### config.mk
export PLATFORM = sky130hd
export DESIGN_NAME = hb_decim2
export DESIGN_NICKNAME = d
export VERILOG_FILES = /design/src/rtl/hb_pkg.sv /design/src/rtl/hb_tapline.sv /design/src/rtl/hb_phase.sv /design/src/rtl/hb_mac.sv /design/src/rtl/hb_rndsat.sv /design/src/rtl/hb_decim2.sv
export SDC_FILE = /design/constraint.sdc
export NUM_CORES = 1
export LEC_CHECK = 0
export BUFFER_PORTS_ARGS = -buffer_cell sky130_fd_sc_hd__buf_2
export CORE_UTILIZATION = 40
export CTS_CLUSTER_SIZE = 16
export DETAILED_ROUTE_END_ITERATION = 8
export GPL_ROUTABILITY_DRIVEN = 0
export GPL_TIMING_DRIVEN = 0
export PLACE_DENSITY = 0.52
export SETUP_SLACK_MARGIN = 0.2
export SLEW_MARGIN = 25
export SYNTH_ARGS = -nofsm -noshare
export SYNTH_HDL_FRONTEND = slang
export SYNTH_SLANG_ARGS = --single-unit
### constraint.sdc
create_clock -name clk -period 22.2 [get_ports clk]
set_clock_uncertainty 0.15 [all_clocks]
set_input_delay 4.44 -clock clk [delete_from_list [all_inputs] [get_ports clk]]
set_output_delay 4.44 -clock clk [all_outputs]
set_load 0.02 [all_outputs]
### src/rtl/hb_pkg.sv
package hb_pkg;

   // decimation phase: which half of an input pair comes next
   typedef enum logic {
      PH_FIRST  = 1'b0,
      PH_SECOND = 1'b1
   } hb_phase_e;

   // number of non-zero mirrored pairs for a half-band length
   function automatic int hb_pairs(input int ntaps);
      return (ntaps + 1) / 4;
   endfunction

   // a half-band length must be 4m+3 so the outermost taps are non-zero
   function automatic bit hb_len_ok(input int ntaps);
      return (ntaps >= 3) && (((ntaps - 3) % 4) == 0);
   endfunction

endpackage

### src/rtl/hb_tapline.sv
module hb_tapline #(
   parameter int DATA_W = 12,
   parameter int DEPTH  = 10
) (
   input  logic                          clk,
   input  logic                          rst_n,
   input  logic                          shift_en,
   input  logic [DATA_W-1:0]             din,
   output logic [DEPTH-1:0][DATA_W-1:0]  taps
);

   generate
      if (DEPTH < 1) begin : g_bad_depth
         $error("hb_tapline: DEPTH must be at least 1");
      end
   endgenerate

   genvar i;
   generate
      for (i = 0; i < DEPTH; i++) begin : g_stage
         if (i == 0) begin : g_head
            always_ff @(posedge clk or negedge rst_n) begin
               if (!rst_n)        taps[0] <= '0;
               else if (shift_en) taps[0] <= din;
            end
         end else begin : g_body
            always_ff @(posedge clk or negedge rst_n) begin
               if (!rst_n)        taps[i] <= '0;
               else if (shift_en) taps[i] <= taps[i-1];
            end
         end
      end
   endgenerate

endmodule

### src/rtl/hb_phase.sv
module hb_phase
   import hb_pkg::*;
(
   input  logic clk,
   input  logic rst_n,
   input  logic accept,
   output logic fire
);

   hb_phase_e phase_q;

   // the second sample of each accepted pair triggers a result
   assign fire = accept && (phase_q == PH_SECOND);

   always_ff @(posedge clk or negedge rst_n) begin
      if (!rst_n) begin
         phase_q <= PH_FIRST;
      end else if (accept) begin
         phase_q <= (phase_q == PH_FIRST) ? PH_SECOND : PH_FIRST;
      end
   end

endmodule

### src/rtl/hb_mac.sv
module hb_mac
   import hb_pkg::*;
#(
   parameter int DATA_W    = 12,
   parameter int COEF_W    = 16,
   parameter int COEF_FRAC = 15,
   parameter int NTAPS     = 11,
   parameter int ACC_W     = 32,
   parameter int NPAIR     = hb_pairs(NTAPS),
   parameter logic [NPAIR-1:0][COEF_W-1:0] COEFS = '0
) (
   input  logic [NTAPS-1:0][DATA_W-1:0] window,
   output logic signed [ACC_W-1:0]      acc
);

   localparam int CI     = (NTAPS - 1) / 2;
   localparam int PRE_W  = DATA_W + 1;
   localparam int PROD_W = PRE_W + COEF_W;

   generate
      if (ACC_W < PROD_W + 2) begin : g_bad_acc
         $error("hb_mac: ACC_W too narrow for the pair products");
      end
      if (COEF_FRAC < 1) begin : g_bad_frac
         $error("hb_mac: COEF_FRAC must be at least 1 to form the one-half centre tap");
      end
   endgenerate

   logic signed [PROD_W-1:0] prod [NPAIR];

   genvar k;
   generate
      for (k = 0; k < NPAIR; k++) begin : g_pair
         localparam int OFF = 2 * k + 1;
         logic signed [PRE_W-1:0] pre;
         // fold mirrored samples so each non-zero coefficient is used once
         assign pre = PRE_W'(signed'(window[CI-OFF])) + PRE_W'(signed'(window[CI+OFF]));
         assign prod[k] = PROD_W'(pre) * PROD_W'(signed'(COEFS[k]));
      end
   endgenerate

   always_comb begin
      // centre coefficient of one half is a shift by COEF_FRAC-1
      acc = ACC_W'(signed'(window[CI])) <<< (COEF_FRAC - 1);
      for (int p = 0; p < NPAIR; p++) begin
         acc = acc + ACC_W'(prod[p]);
      end
   end

endmodule

### src/rtl/hb_rndsat.sv
module hb_rndsat #(
   parameter int ACC_W       = 32,
   parameter int FRAC        = 15,
   parameter int OUT_W       = 12,
   parameter bit RND_HALF_UP = 1'b1
) (
   input  logic signed [ACC_W-1:0] acc,
   output logic signed [OUT_W-1:0] dout
);

   localparam logic signed [ACC_W-1:0] MAXV = ACC_W'((64'sd1 <<< (OUT_W - 1)) - 64'sd1);
   localparam logic signed [ACC_W-1:0] MINV = -MAXV - ACC_W'(1);

   generate
      if (FRAC < 1 || FRAC >= ACC_W - OUT_W) begin : g_bad_frac
         $error("hb_rndsat: FRAC out of range for ACC_W and OUT_W");
      end
   endgenerate

   logic signed [ACC_W-1:0] biased;
   logic signed [ACC_W-1:0] scaled;

   generate
      if (RND_HALF_UP) begin : g_round
         localparam logic signed [ACC_W-1:0] HALF = ACC_W'(1) <<< (FRAC - 1);
         assign biased = acc + HALF;
      end else begin : g_trunc
         assign biased = acc;
      end
   endgenerate

   assign scaled = biased >>> FRAC;

   always_comb begin
      if (scaled > MAXV)      dout = MAXV[OUT_W-1:0];
      else if (scaled < MINV) dout = MINV[OUT_W-1:0];
      else                    dout = scaled[OUT_W-1:0];
   end

endmodule

### src/rtl/hb_decim2.sv
module hb_decim2
   import hb_pkg::*;
#(
   parameter int DATA_W      = 12,
   parameter int COEF_W      = 16,
   parameter int COEF_FRAC   = 15,
   parameter int NTAPS       = 11,
   parameter bit RND_HALF_UP = 1'b1,
   parameter int NPAIR       = hb_pairs(NTAPS),
   parameter logic [NPAIR-1:0][COEF_W-1:0] COEFS =
      {16'sd384, -16'sd2176, 16'sd9984}
) (
   input  logic                     clk,
   input  logic                     rst_n,
   input  logic                     in_valid,
   input  logic signed [DATA_W-1:0] in_data,
   output logic                     out_valid,
   output logic signed [DATA_W-1:0] out_data
);

   localparam int DEPTH = NTAPS - 1;
   localparam int ACC_W = DATA_W + 1 + COEF_W + $clog2(NPAIR + 1) + 1;

   generate
      if (!hb_len_ok(NTAPS)) begin : g_bad_len
         $error("hb_decim2: NTAPS must be of the form 4m+3");
      end
      if (DATA_W < 2) begin : g_bad_data
         $error("hb_decim2: DATA_W must be at least 2");
      end
      if (COEF_FRAC >= COEF_W + DATA_W) begin : g_bad_cfrac
         $error("hb_decim2: COEF_FRAC too large");
      end
   endgenerate

   logic [DEPTH-1:0][DATA_W-1:0] taps;
   logic [NTAPS-1:0][DATA_W-1:0] window;
   logic                         fire;
   logic signed [ACC_W-1:0]      acc;
   logic signed [DATA_W-1:0]     res;

   hb_tapline #(
      .DATA_W (DATA_W),
      .DEPTH  (DEPTH)
   ) u_tapline (
      .clk      (clk),
      .rst_n    (rst_n),
      .shift_en (in_valid),
      .din      (in_data),
      .taps     (taps)
   );

   // newest sample sits in slot 0 so the result includes the current input
   assign window = {taps, in_data};

   hb_phase u_phase (
      .clk    (clk),
      .rst_n  (rst_n),
      .accept (in_valid),
      .fire   (fire)
   );

   hb_mac #(
      .DATA_W    (DATA_W),
      .COEF_W    (COEF_W),
      .COEF_FRAC (COEF_FRAC),
      .NTAPS     (NTAPS),
      .ACC_W     (ACC_W),
      .NPAIR     (NPAIR),
      .COEFS     (COEFS)
   ) u_mac (
      .window (window),
      .acc    (acc)
   );

   hb_rndsat #(
      .ACC_W       (ACC_W),
      .FRAC        (COEF_FRAC),
      .OUT_W       (DATA_W),
      .RND_HALF_UP (RND_HALF_UP)
   ) u_rndsat (
      .acc  (acc),
      .dout (res)
   );

   always_ff @(posedge clk or negedge rst_n) begin
      if (!rst_n) begin
         out_valid <= 1'b0;
         out_data  <= '0;
      end else begin
         out_valid <= fire;
         if (fire) out_data <= res;
      end
   end

endmodule

==> results of run 1 <==
==> cell families (layout without fill, tap and decap cells) <==
family | count (synthesis) | after routing | share of synthesized area (%)
AO/OA/AOI/OAI | 209 | 209 | 11.4
XOR/XNOR | 123 | 123 | 8.36
adder cells (fa/ha/maj) | 257 | 257 | 29.8
buffers and inverters | 177 | 236 | 5.35
flip-flops | 134 | 134 | 26.0
multiplexers | 128 | 128 | 11.1
AND/OR/NAND/NOR | 204 | 204 | 8.02
==> layout make-up <==
cell class / instances / area, µm²
fill: 3003 / 17500
multi-input combinational: 921 / 8860
sequential: 134 / 3350
inverter: 150 / 563
tap: 402 / 503
clock buffer: 17 / 425
clock inverter: 15 / 180
timing repair buffer: 27 / 168
buffer: 27 / 126
==> worst register-to-register path, delay by kind of cell, from the launching register on <==
family                   cells  cell delay, ps
AND/OR/NAND/NOR              5             960
XOR/XNOR                     3             870
AO/OA/AOI/OAI               13            2630
flip-flops                   1             420
buffers and inverters        6             720
adder cells (fa/ha/maj)     10            3910
multiplexers                 2             550
==> cells in the final DEF, fill, tap and decap left out, types with 4 or more instances in the layout <==
cell and count:
sky130_fd_sc_hd__nor2b_1 17, sky130_fd_sc_hd__o211ai_1 6, sky130_fd_sc_hd__xor2_1 38, sky130_fd_sc_hd__nand3_1 18, sky130_fd_sc_hd__nand2_1 39, sky130_fd_sc_hd__dfrtp_1 134
sky130_fd_sc_hd__mux2_2 120, sky130_fd_sc_hd__a21boi_0 6, sky130_fd_sc_hd__fa_1 83, sky130_fd_sc_hd__inv_8 4, sky130_fd_sc_hd__or2_2 6, sky130_fd_sc_hd__o21ai_0 44
sky130_fd_sc_hd__and3_1 9, sky130_fd_sc_hd__xnor2_1 85, sky130_fd_sc_hd__a21oi_1 51, sky130_fd_sc_hd__ha_1 174, sky130_fd_sc_hd__buf_2 27, sky130_fd_sc_hd__o21a_1 9
sky130_fd_sc_hd__or3_1 4, sky130_fd_sc_hd__a31oi_1 7, sky130_fd_sc_hd__nor3_1 20, sky130_fd_sc_hd__and2_1 5, sky130_fd_sc_hd__inv_6 7, sky130_fd_sc_hd__o22ai_1 5
sky130_fd_sc_hd__nand2b_1 7, sky130_fd_sc_hd__clkbuf_16 17, sky130_fd_sc_hd__clkbuf_1 19, sky130_fd_sc_hd__o22ai_2 10, sky130_fd_sc_hd__inv_1 150, sky130_fd_sc_hd__o21bai_1 9
sky130_fd_sc_hd__a21o_1 24, sky130_fd_sc_hd__mux2i_1 8, sky130_fd_sc_hd__nor2_1 59
==> routing by layer <==
layer / up-vias / GRT usage, % / share of wire (%)
met3: 14 / 2.59 / 2.1
met1: 4186 / 24.4 / 50
met5: - / 0 / 0
met2: 67 / 30.0 / 47
met4: 0 / 3.53 / 0.84
li1: 4334 / - / -
==> sequential cells by signal, indices dropped and copies added (netlist names) <==
signal and flops:
out_valid 1, u_phase.phase_q 1, u_tapline.taps 120, out_data 12
==> stage by stage <==
step | worst slack, ps | hold WS (ps) | cells
global route | 9010 | 342 | 1693
CTS | 9570 | 316 | 1693
global placement | 9150 | 303 | 1660
floorplan | 10260 | 284 | 1232
finish | 9680 | 314 | 1693
detailed placement | 9120 | 307 | 1661
==> worst min path at each step <==
stage / slack [ps] / to / depth (start not counted)
after floorplan: 280 / u_phase.phase_q / 1
after global placement: 300 / u_phase.phase_q / 1
after detailed placement: 310 / u_phase.phase_q / 1
after CTS: 320 / u_phase.phase_q / 1
after global routing: 340 / u_phase.phase_q / 1
final: 310 / u_phase.phase_q / 1
==> out/metrics.cfg, run 1 <==
[status]
status = finished clean

[synthesis]
postSynth.asyncResetShare_pct = 100
yosys_reg_bits = 134
synth_top_cell_by_area = sky130_fd_sc_hd__dfrtp_1
synth_top_cells_by_count = 174 x sky130_fd_sc_hd__ha_1, 150 x sky130_fd_sc_hd__inv_1, 134 x sky130_fd_sc_hd__dfrtp_1
post_synth_num_cell_types = 75
synth_edf_count = 0
syn_inst = 1232
syn_avg_cell_area_um2 = 10.5
synthesis.area_um2 = 12900
post_synth_main_area_contributors = sky130_fd_sc_hd__dfrtp_1 26%, sky130_fd_sc_hd__ha_1 17%, sky130_fd_sc_hd__fa_1 13%
post-synth-top-area-fraction_pct = 26.0
yosys_warnings = 0
synth_sequential_area_ratio_pct = 26.0
synth_flop_cell = sky130_fd_sc_hd__dfrtp_1
synth.most_common_cell = sky130_fd_sc_hd__ha_1
synth_nets = 1504

[job]
max_cap_violations = 0

[sta]
timing.final.setup_violations = 0
max_freq_mhz = 79.9
final.min_clock_period_ps = 12520
timing.max_slew.rel_slack_pct = 41.7
setup_repair_after_global_routing_missed_its_margin = no
max_slew.worst_pin.slew_ps = 869
hold_viol_final = 0
fin_crit_sh_pct = 56.4
finalMaxSlewViolations = 0
totalNegativeSetupSlack_ps = 0

[cts]
postCtsSetupBuffers = 0
ctsResizeCount = 0
worstSkewPairLatency_ps = 430
clock-sinks = 134
root_buffer = sky130_fd_sc_hd__clkbuf_16
tritoncts = built
cts_hold_repair.buffers = 0
path_clk_slew_ps = 70
cts-htree-levels = 4
clock_tree.buffer_depth = 2
number_of_buffers_inserted_during_clock_tree_synthesis = 17

[detailed_routing]
routedWlPerCell_um = 16.2
post-route-drc-count = 0
routed_wl_mm = 27.3
antenna_violating_nets_post_route = 0
iter_0_drt_violations = 209
vias_per_cell = 5.08
num_vias = 8601
drt_first_pass_iters = 4

[grt]
total_global_route_track_usage_pct = 17.8
grt_pass1_vias = 8782
grt_remaining_overflow = 0
antenna_found_initial = 0
pin_count_of_the_biggest_net_entering_global_routing = 82
wire_length_of_the_first_global_routing_pass_mm = 46.0

[floorplan]
die-width_um = 182
io-pin-count = 28
design.core.area_um2 = 31600
fp-row-count = 65
die_h_um = 182
initial_utilization_pct = 40.8
die_area_um2 = 33000

[cells_and_area]
diodes = 0
design.final.nets = 1550
final_cell_area_um2 = 14200
layout-area-overhead-vs-synth_pct = 9.94
end_of_flow_core_utilization_pct = 44.8
post_route_cells_drive_above_1_share_pct = 17.3

[worst_setup_path]
crit_path_max_fanout = 10
worstRegToRegCells = 39
termination_of_the_worst_setup_path = out_data[1]
critical_path_start = in_data[0]
end_kind = flop
rrSetupSlack_ps = 11850
critPathTopFamily = compound AO/OA/AOI/OAI gates
cp_data_arrival_time_ps = 12680
crit_buf_inv = 5
crit-reg2reg-capture = out_data[1]
r2r_start = u_tapline.taps[84]
cp_num_cells = 35
worst-setup-path-type = input port to flop
required_ps = 22360
cpMostUsedCell = sky130_fd_sc_hd__ha_1
critPathMaxStageDelay_ps = 540
worst_path_max_delay_cell = sky130_fd_sc_hd__fa_1
startpoint_type = input port

[min_path]
hold_path_class = flop to flop
hp-start = u_phase.phase_q

[placement]
io_buffer_count = 26
dpl_cell_area_um2 = 13600
dp.final_hpwl_mm = 22.9

Power of run 1 is not shown: default switching activity piles up to over one toggle a cycle in this logic, so the estimate is an artifact.
==> run 2, diff against run 1 <==
ABC_AREA = 1   (was default)
PLACE_DENSITY = 0.54   (was 0.52)
clock period = 10.8 ns   (was 22.2 ns; I/O delays follow)
==> run 2 against run 1 <==
- setup slack got worse by 8700 ps
- critical path depth increased by 14
- final cell count is 29% higher
- non-clock buffer count rose by 3
- sequential cell count is the same
==> out/metrics.cfg, run 2 <==
[status]
status = finished clean

[sta]
timing.final.setup_violations = 0  ; unchanged
timing.max_slew.rel_slack_pct = 50.9  ; +9.3 points
max_slew.worst_pin.slew_ps = 733  ; -136 ps
setup_repair_after_global_routing_missed_its_margin = no
final.min_clock_period_ps = 9850
max_freq_mhz = 101
finalMaxSlewViolations = 0  ; unchanged
hold_viol_final = 0  ; unchanged
totalNegativeSetupSlack_ps = 0  ; unchanged
fin_crit_sh_pct = 91.2

[floorplan]
die-width_um = 185  ; +1.9%
io-pin-count = 28  ; unchanged
design.core.area_um2 = 32800  ; +3.6%
die_area_um2 = 34200  ; +3.9%
initial_utilization_pct = 40.9  ; +0.13 points
fp-row-count = 66  ; +1.5%
die_h_um = 185  ; +1.9%

[synthesis]
synth_sequential_area_ratio_pct = 25.0  ; -0.99 points
synth_edf_count = 0  ; unchanged
synth_flop_cell = sky130_fd_sc_hd__dfrtp_1
yosys_warnings = 0  ; unchanged
syn_avg_cell_area_um2 = 7.96  ; -24%
synth_top_cells_by_count = 330 x sky130_fd_sc_hd__nand2_1, 318 x sky130_fd_sc_hd__inv_1, 174 x sky130_fd_sc_hd__ha_1
post_synth_main_area_contributors = sky130_fd_sc_hd__dfrtp_1 25%, sky130_fd_sc_hd__ha_1 16%, sky130_fd_sc_hd__fa_1 12%
synthesis.area_um2 = 13400  ; +3.9%
synth.most_common_cell = sky130_fd_sc_hd__nand2_1
synth_nets = 1956  ; +30%
post_synth_num_cell_types = 55  ; -27%
post-synth-top-area-fraction_pct = 25.0  ; -0.99 points
syn_inst = 1684  ; +37%
yosys_reg_bits = 134  ; unchanged
postSynth.asyncResetShare_pct = 100  ; unchanged
synth_top_cell_by_area = sky130_fd_sc_hd__dfrtp_1

[cts]
number_of_buffers_inserted_during_clock_tree_synthesis = 17  ; unchanged
root_buffer = sky130_fd_sc_hd__clkbuf_16
cts-htree-levels = 4  ; unchanged
worstSkewPairLatency_ps = 440  ; about the same
ctsResizeCount = 0  ; unchanged
postCtsSetupBuffers = 0  ; unchanged
clock-sinks = 134  ; unchanged
cts_hold_repair.buffers = 0  ; unchanged
clock_tree.buffer_depth = 2  ; unchanged
tritoncts = built
path_clk_slew_ps = 60  ; about the same

[worst_setup_path]
rrSetupSlack_ps = 950  ; -10900 ps
worstRegToRegCells = 49  ; +26%
required_ps = 10980  ; -11380 ps
critPathMaxStageDelay_ps = 550  ; about the same
cpMostUsedCell = sky130_fd_sc_hd__nand2_1
cp_num_cells = 49  ; +40%
crit_buf_inv = 7  ; +2
startpoint_type = flop
critPathTopFamily = adder cells
cp_data_arrival_time_ps = 10030  ; -2650 ps
worst-setup-path-type = flop to flop
end_kind = flop
crit_path_max_fanout = 10  ; unchanged
crit-reg2reg-capture = out_data[1]
worst_path_max_delay_cell = sky130_fd_sc_hd__fa_1
r2r_start = u_tapline.taps[84]

[min_path]
timing.hold.worst_path_depth = 2  ; +1
hold_path_class = flop to flop
worstHoldEndpoint = out_data[8]
hp-start = out_data[8]

[detailed_routing]
post-route-drc-count = 0  ; unchanged
routed_wl_mm = 33.5  ; +23%
num_vias = 10500  ; +23%
iter_0_drt_violations = 497  ; +140%
antenna_violating_nets_post_route = 0  ; unchanged
drt_first_pass_iters = 5  ; +1
routedWlPerCell_um = 15.4  ; -5.0%
vias_per_cell = 4.83  ; -5.0%

[cells_and_area]
final_cell_mix = 330 x sky130_fd_sc_hd__nand2_1, 318 x sky130_fd_sc_hd__inv_1, 174 x sky130_fd_sc_hd__ha_1
sequential_cell_area_um2 = 3350  ; unchanged
max_ffs_per_register = 120  ; unchanged
top_register = u_tapline.taps
design.final.nets = 2002  ; +29%
multi_input_area_um2 = 8710  ; -1.6%
layout-area-overhead-vs-synth_pct = 9.84  ; about the same
diodes = 0  ; unchanged
post_route_cells_drive_above_1_share_pct = 6.43  ; -11 points
reg.largest.list = u_tapline.taps: 120 flops, out_data: 12 flops
layout.filler_cells = 3371  ; +12%
final_common_cell = sky130_fd_sc_hd__nand2_1

[grt]
grt_pass1_vias = 10600  ; +20%
wire_length_of_the_first_global_routing_pass_mm = 55.0  ; +20%
antenna_found_initial = 0  ; unchanged
grt_remaining_overflow = 0  ; unchanged
total_global_route_track_usage_pct = 20.9  ; +3.1 points
met1_usage_in_global_routing_pct = 28.0  ; +3.7 points
grtUsageMet2_pct = 35.4  ; +5.4 points
pin_count_of_the_biggest_net_entering_global_routing = 92  ; +12%
grt_most_used_layer = met2
gr-usage-met3_pct = 2.85  ; +0.26 points

[placement]
io_buffer_count = 26  ; unchanged
dp.final_hpwl_mm = 27.9  ; +22%

[job]
max_cap_violations = 0  ; unchanged

-- run 2: cell count changes after synthesis, sizes merged, moves of 36 or more --
cell   previous run  this run
nand3            19        55
nor2             59       122
a21oi            51       139
o21ai            46        95
mux2            120         1
xor2             38        77
inv             150       323
nand2            39       345
xnor2            85        30
-- run 2: final cells by class --
| class | instances | area share, % |
|---|---|---|
| multi-input cells | 1197 | 59.2 |
| flip-flops and latches | 134 | 22.8 |
| inverters | 323 | 8.24 |
| well taps | 442 | 3.76 |
| clock buffers | 18 | 2.92 |
| repair buffers | 27 | 1.14 |
| clock inverters | 14 | 1.10 |
| plain buffers | 30 | 0.901 |
-- run 2: how the worst max path moves through the flow --
stage	end	start	slack (ps)
floorplan	out_data[1]	in_data[0]	1790
global placement	out_data[1]	in_data[0]	700
detailed placement	out_data[1]	in_data[0]	640
CTS	out_data[1]	u_tapline.taps[84]	750
global route	out_data[1]	u_tapline.taps[12]	230
finish	out_data[1]	u_tapline.taps[84]	950
-- run 2: layer usage --
layer,vias to the layer above,share of wire (%)
li1,5398,-
met1,4967,48
met2,148,47
met3,33,2.9
met4,0,2.0
met5,-,0
-- run 2: cells by family after synthesis --
kind of cell,count (synthesis),synth area share [%]
flops,134,25.0
compound gates,276,11.5
xor+xnor,107,7.19
fa+ha+maj,257,28.6
simple gates,556,17.6
mux,1,0.0840
buf+inv,353,10.0
-- run 2: worst min-delay path: cells and delay by family, from the launching register on --
kind	cells	cell delay, ps
flip-flops	1	340
AND/OR/NAND/NOR	2	100
-- run 2: stage by stage --
stage	util (%)	hold WS, ps	worst slack, ps	instance area (µm²)	cells
2_1_floorplan	-	299	1790	13400	1684
3_3_place_gp	43.0	311	705	14100	2152
3_5_place_dp	43.1	316	645	14100	2153
4_1_cts	44.9	333	753	14700	2185
5_1_grt	44.9	354	226	14700	2185
6_report	44.9	328	947	14700	2185
Power of run 2 is left out for the same reason.
==> run 3, diff against run 2 <==
CTS_CLUSTER_DIAMETER = 100   (was default)
SYNTH_HIERARCHICAL = 1   (was default)
==> run 3 against run 2 <==
- synthesized cell count increased by 3.7%
- register-to-register slack improved by 110 ps
- fmax up 1.1%
- clock-buffer cell count rose by 1
- sequential share of layout area decreased by 0.32 points
- final cell count rose by 3.3%
- non-clock buffer count increased by 6
- utilization fell by 0.27 points
- critical path type unchanged
- critical path depth decreased by 2
- routed wire length increased by 0.64%
==> out/metrics.cfg, run 3 <==
[detailed_routing]
num_vias = 10900  ; +2.9%
post-route-drc-count = 0  ; unchanged
antenna_violating_nets_post_route = 0  ; unchanged
drt_first_pass_iters = 5  ; unchanged
vias_per_cell = 4.81  ; -0.40%
routed_wl_mm = 33.8  ; +0.64%
detailroute.wirelength.met3_um = 807  ; -17%
iter_0_drt_violations = 482  ; -3.0%
routedWlPerCell_um = 14.9  ; -2.6%
route.top_layer_used = met4
m1WireLength_mm = 16.5  ; +2.4%
wl_met2_mm = 15.9  ; +0.81%

[cells_and_area]
max_ffs_per_register = 120  ; unchanged
layout-area-overhead-vs-synth_pct = 10.1
final_cell_area_um2 = 14900  ; +1.4%
top_register = u_tapline/taps
design.final.nets = 2073  ; +3.5%
diodes = 0  ; unchanged
post_route_cells_drive_above_1_share_pct = 6.96  ; +0.54 points
final_cell_mix = 613 x sky130_fd_sc_hd__nand2_1, 244 x sky130_fd_sc_hd__inv_1, 177 x sky130_fd_sc_hd__ha_1
end_of_flow_core_utilization_pct = 44.6  ; -0.27 points
reg.largest.list = u_tapline/taps: 120 flops, out_data: 12 flops
final_common_cell = sky130_fd_sc_hd__nand2_1

[sta]
timing.max_slew.rel_slack_pct = 58.5  ; +7.6 points
finalMaxSlewViolations = 0  ; unchanged
max_freq_mhz = 103  ; +1.1%
final.min_clock_period_ps = 9740  ; -108 ps
totalNegativeSetupSlack_ps = 0  ; unchanged
hold_viol_final = 0  ; unchanged
setup_repair_after_global_routing_missed_its_margin = no
timing.final.setup_violations = 0  ; unchanged
max_slew.worst_pin.slew_ps = 620  ; -114 ps
finalHoldWorstSlack_ps = 317  ; -11.6 ps
fin_crit_sh_pct = 90.2  ; -1.0 points

[cts]
path_clk_slew_ps = 60  ; about the same
cts_hold_repair.buffers = 0  ; unchanged
worstSkewPairLatency_ps = 420  ; -20 ps
tritoncts = built
root_buffer = sky130_fd_sc_hd__clkbuf_16
cts-htree-levels = 4  ; unchanged
clock-sinks = 134  ; unchanged
number_of_buffers_inserted_during_clock_tree_synthesis = 17  ; unchanged
clock_tree.buffer_depth = 2  ; unchanged

[grt]
antenna_found_initial = 0  ; unchanged
total_global_route_track_usage_pct = 20.4  ; -0.49 points
grt_pass1_vias = 10800  ; +1.7%
pin_count_of_the_biggest_net_entering_global_routing = 72  ; -22%
wire_length_of_the_first_global_routing_pass_mm = 54.3  ; -1.2%
grt_remaining_overflow = 0  ; unchanged

[status]
status = finished clean

[synthesis]
synthesis.area_um2 = 13600  ; +1.2%
syn_avg_cell_area_um2 = 7.76  ; -2.5%
synth_nets = 2023  ; +3.4%
yosys_warnings = 6  ; +6
syn_inst = 1747  ; +3.7%

[worst_setup_path]
cpMostUsedCell = sky130_fd_sc_hd__nand2_1
critical_path_start = u_tapline/taps[17]
end_kind = flop
required_ps = 10960  ; -20 ps
cp_num_cells = 47  ; -4.1%
worst_path_max_delay_cell = sky130_fd_sc_hd__fa_1
worst-setup-path-type = flop to flop
cp_data_arrival_time_ps = 9910  ; -120 ps
r2r_start = u_tapline/taps[17]
worstRegToRegCells = 47  ; -4.1%
critPathTopFamily = adder cells
crit_path_max_fanout = 10  ; unchanged
crit_buf_inv = 5  ; -2
critPathMaxStageDelay_ps = 520  ; -30 ps
startpoint_type = flop

[min_path]
hold_path_class = flop to flop
timing.hold.worst_path_depth = 2  ; unchanged
hp-start = out_data[4]

[job]
max_cap_violations = 0  ; unchanged

[placement]
io_buffer_count = 27  ; +3.8%
dp.final_hpwl_mm = 28.3  ; +1.3%
dpl_cell_area_um2 = 14300  ; +1.2%

[floorplan]
die_area_um2 = 34600  ; +1.1%
die_h_um = 186  ; +0.57%
fp-row-count = 67  ; +1.5%
io-pin-count = 28  ; unchanged
design.core.area_um2 = 33400  ; +2.0%
die-width_um = 186  ; +0.57%
initial_utilization_pct = 40.5  ; -0.35 points

## run 3: worst reg2reg max path, delay by kind of cell (launching register included)
family / cells / cell delay (ps)
simple gates: 20 / 1910
xor+xnor: 4 / 1160
buf+inv: 5 / 410
flops: 1 / 460
fa+ha+maj: 9 / 3840
compound gates: 9 / 1700
## run 3: layout make-up
| cell class | count | area (µm²) |
|---|---|---|
| clock buffers | 19 | 433 |
| well taps | 448 | 561 |
| inverters | 248 | 931 |
| fillers | 3397 | 18500 |
| flip-flops and latches | 134 | 3350 |
| repair buffers | 31 | 195 |
| multi-input cells | 1333 | 9110 |
| plain buffers | 32 | 181 |
| clock inverters | 13 | 159 |
## run 3: metrics by stage
stage	worst slack (ps)	cells
final	1060	2258
after global routing	213	2258
after CTS	757	2255
after detailed placement	691	2223
after global placement	667	2222
after floorplan	2060	1747
## run 3: timing repair
action | 4_1_cts | 5_1_grt
gates resized for setup | 0 | 3
setup endpoints to repair | 0 | 11
hold endpoints to repair | 0 | 0
buffers inserted | 0 | 3
## run 3: layer usage
metal | vias up | global-route usage (%)
met5 | - | 0
met4 | 0 | 4.66
met3 | 32 | 2.56
met2 | 115 | 35.0
met1 | 5111 | 27.4
li1 | 5597 | -
## run 3: final timing paths
| path | end | slack, ps |
|---|---|---|
| min in group asynchronous | out_data[11] | 1520 |
| max | out_data[8] | 1060 |
| max reg2reg | out_data[8] | 1060 |
| max in group asynchronous | u_tapline/taps[40] | 8210 |
| min reg2reg | out_data[4] | 320 |
| min | out_data[4] | 320 |
Power of run 3 is left out for the same reason.
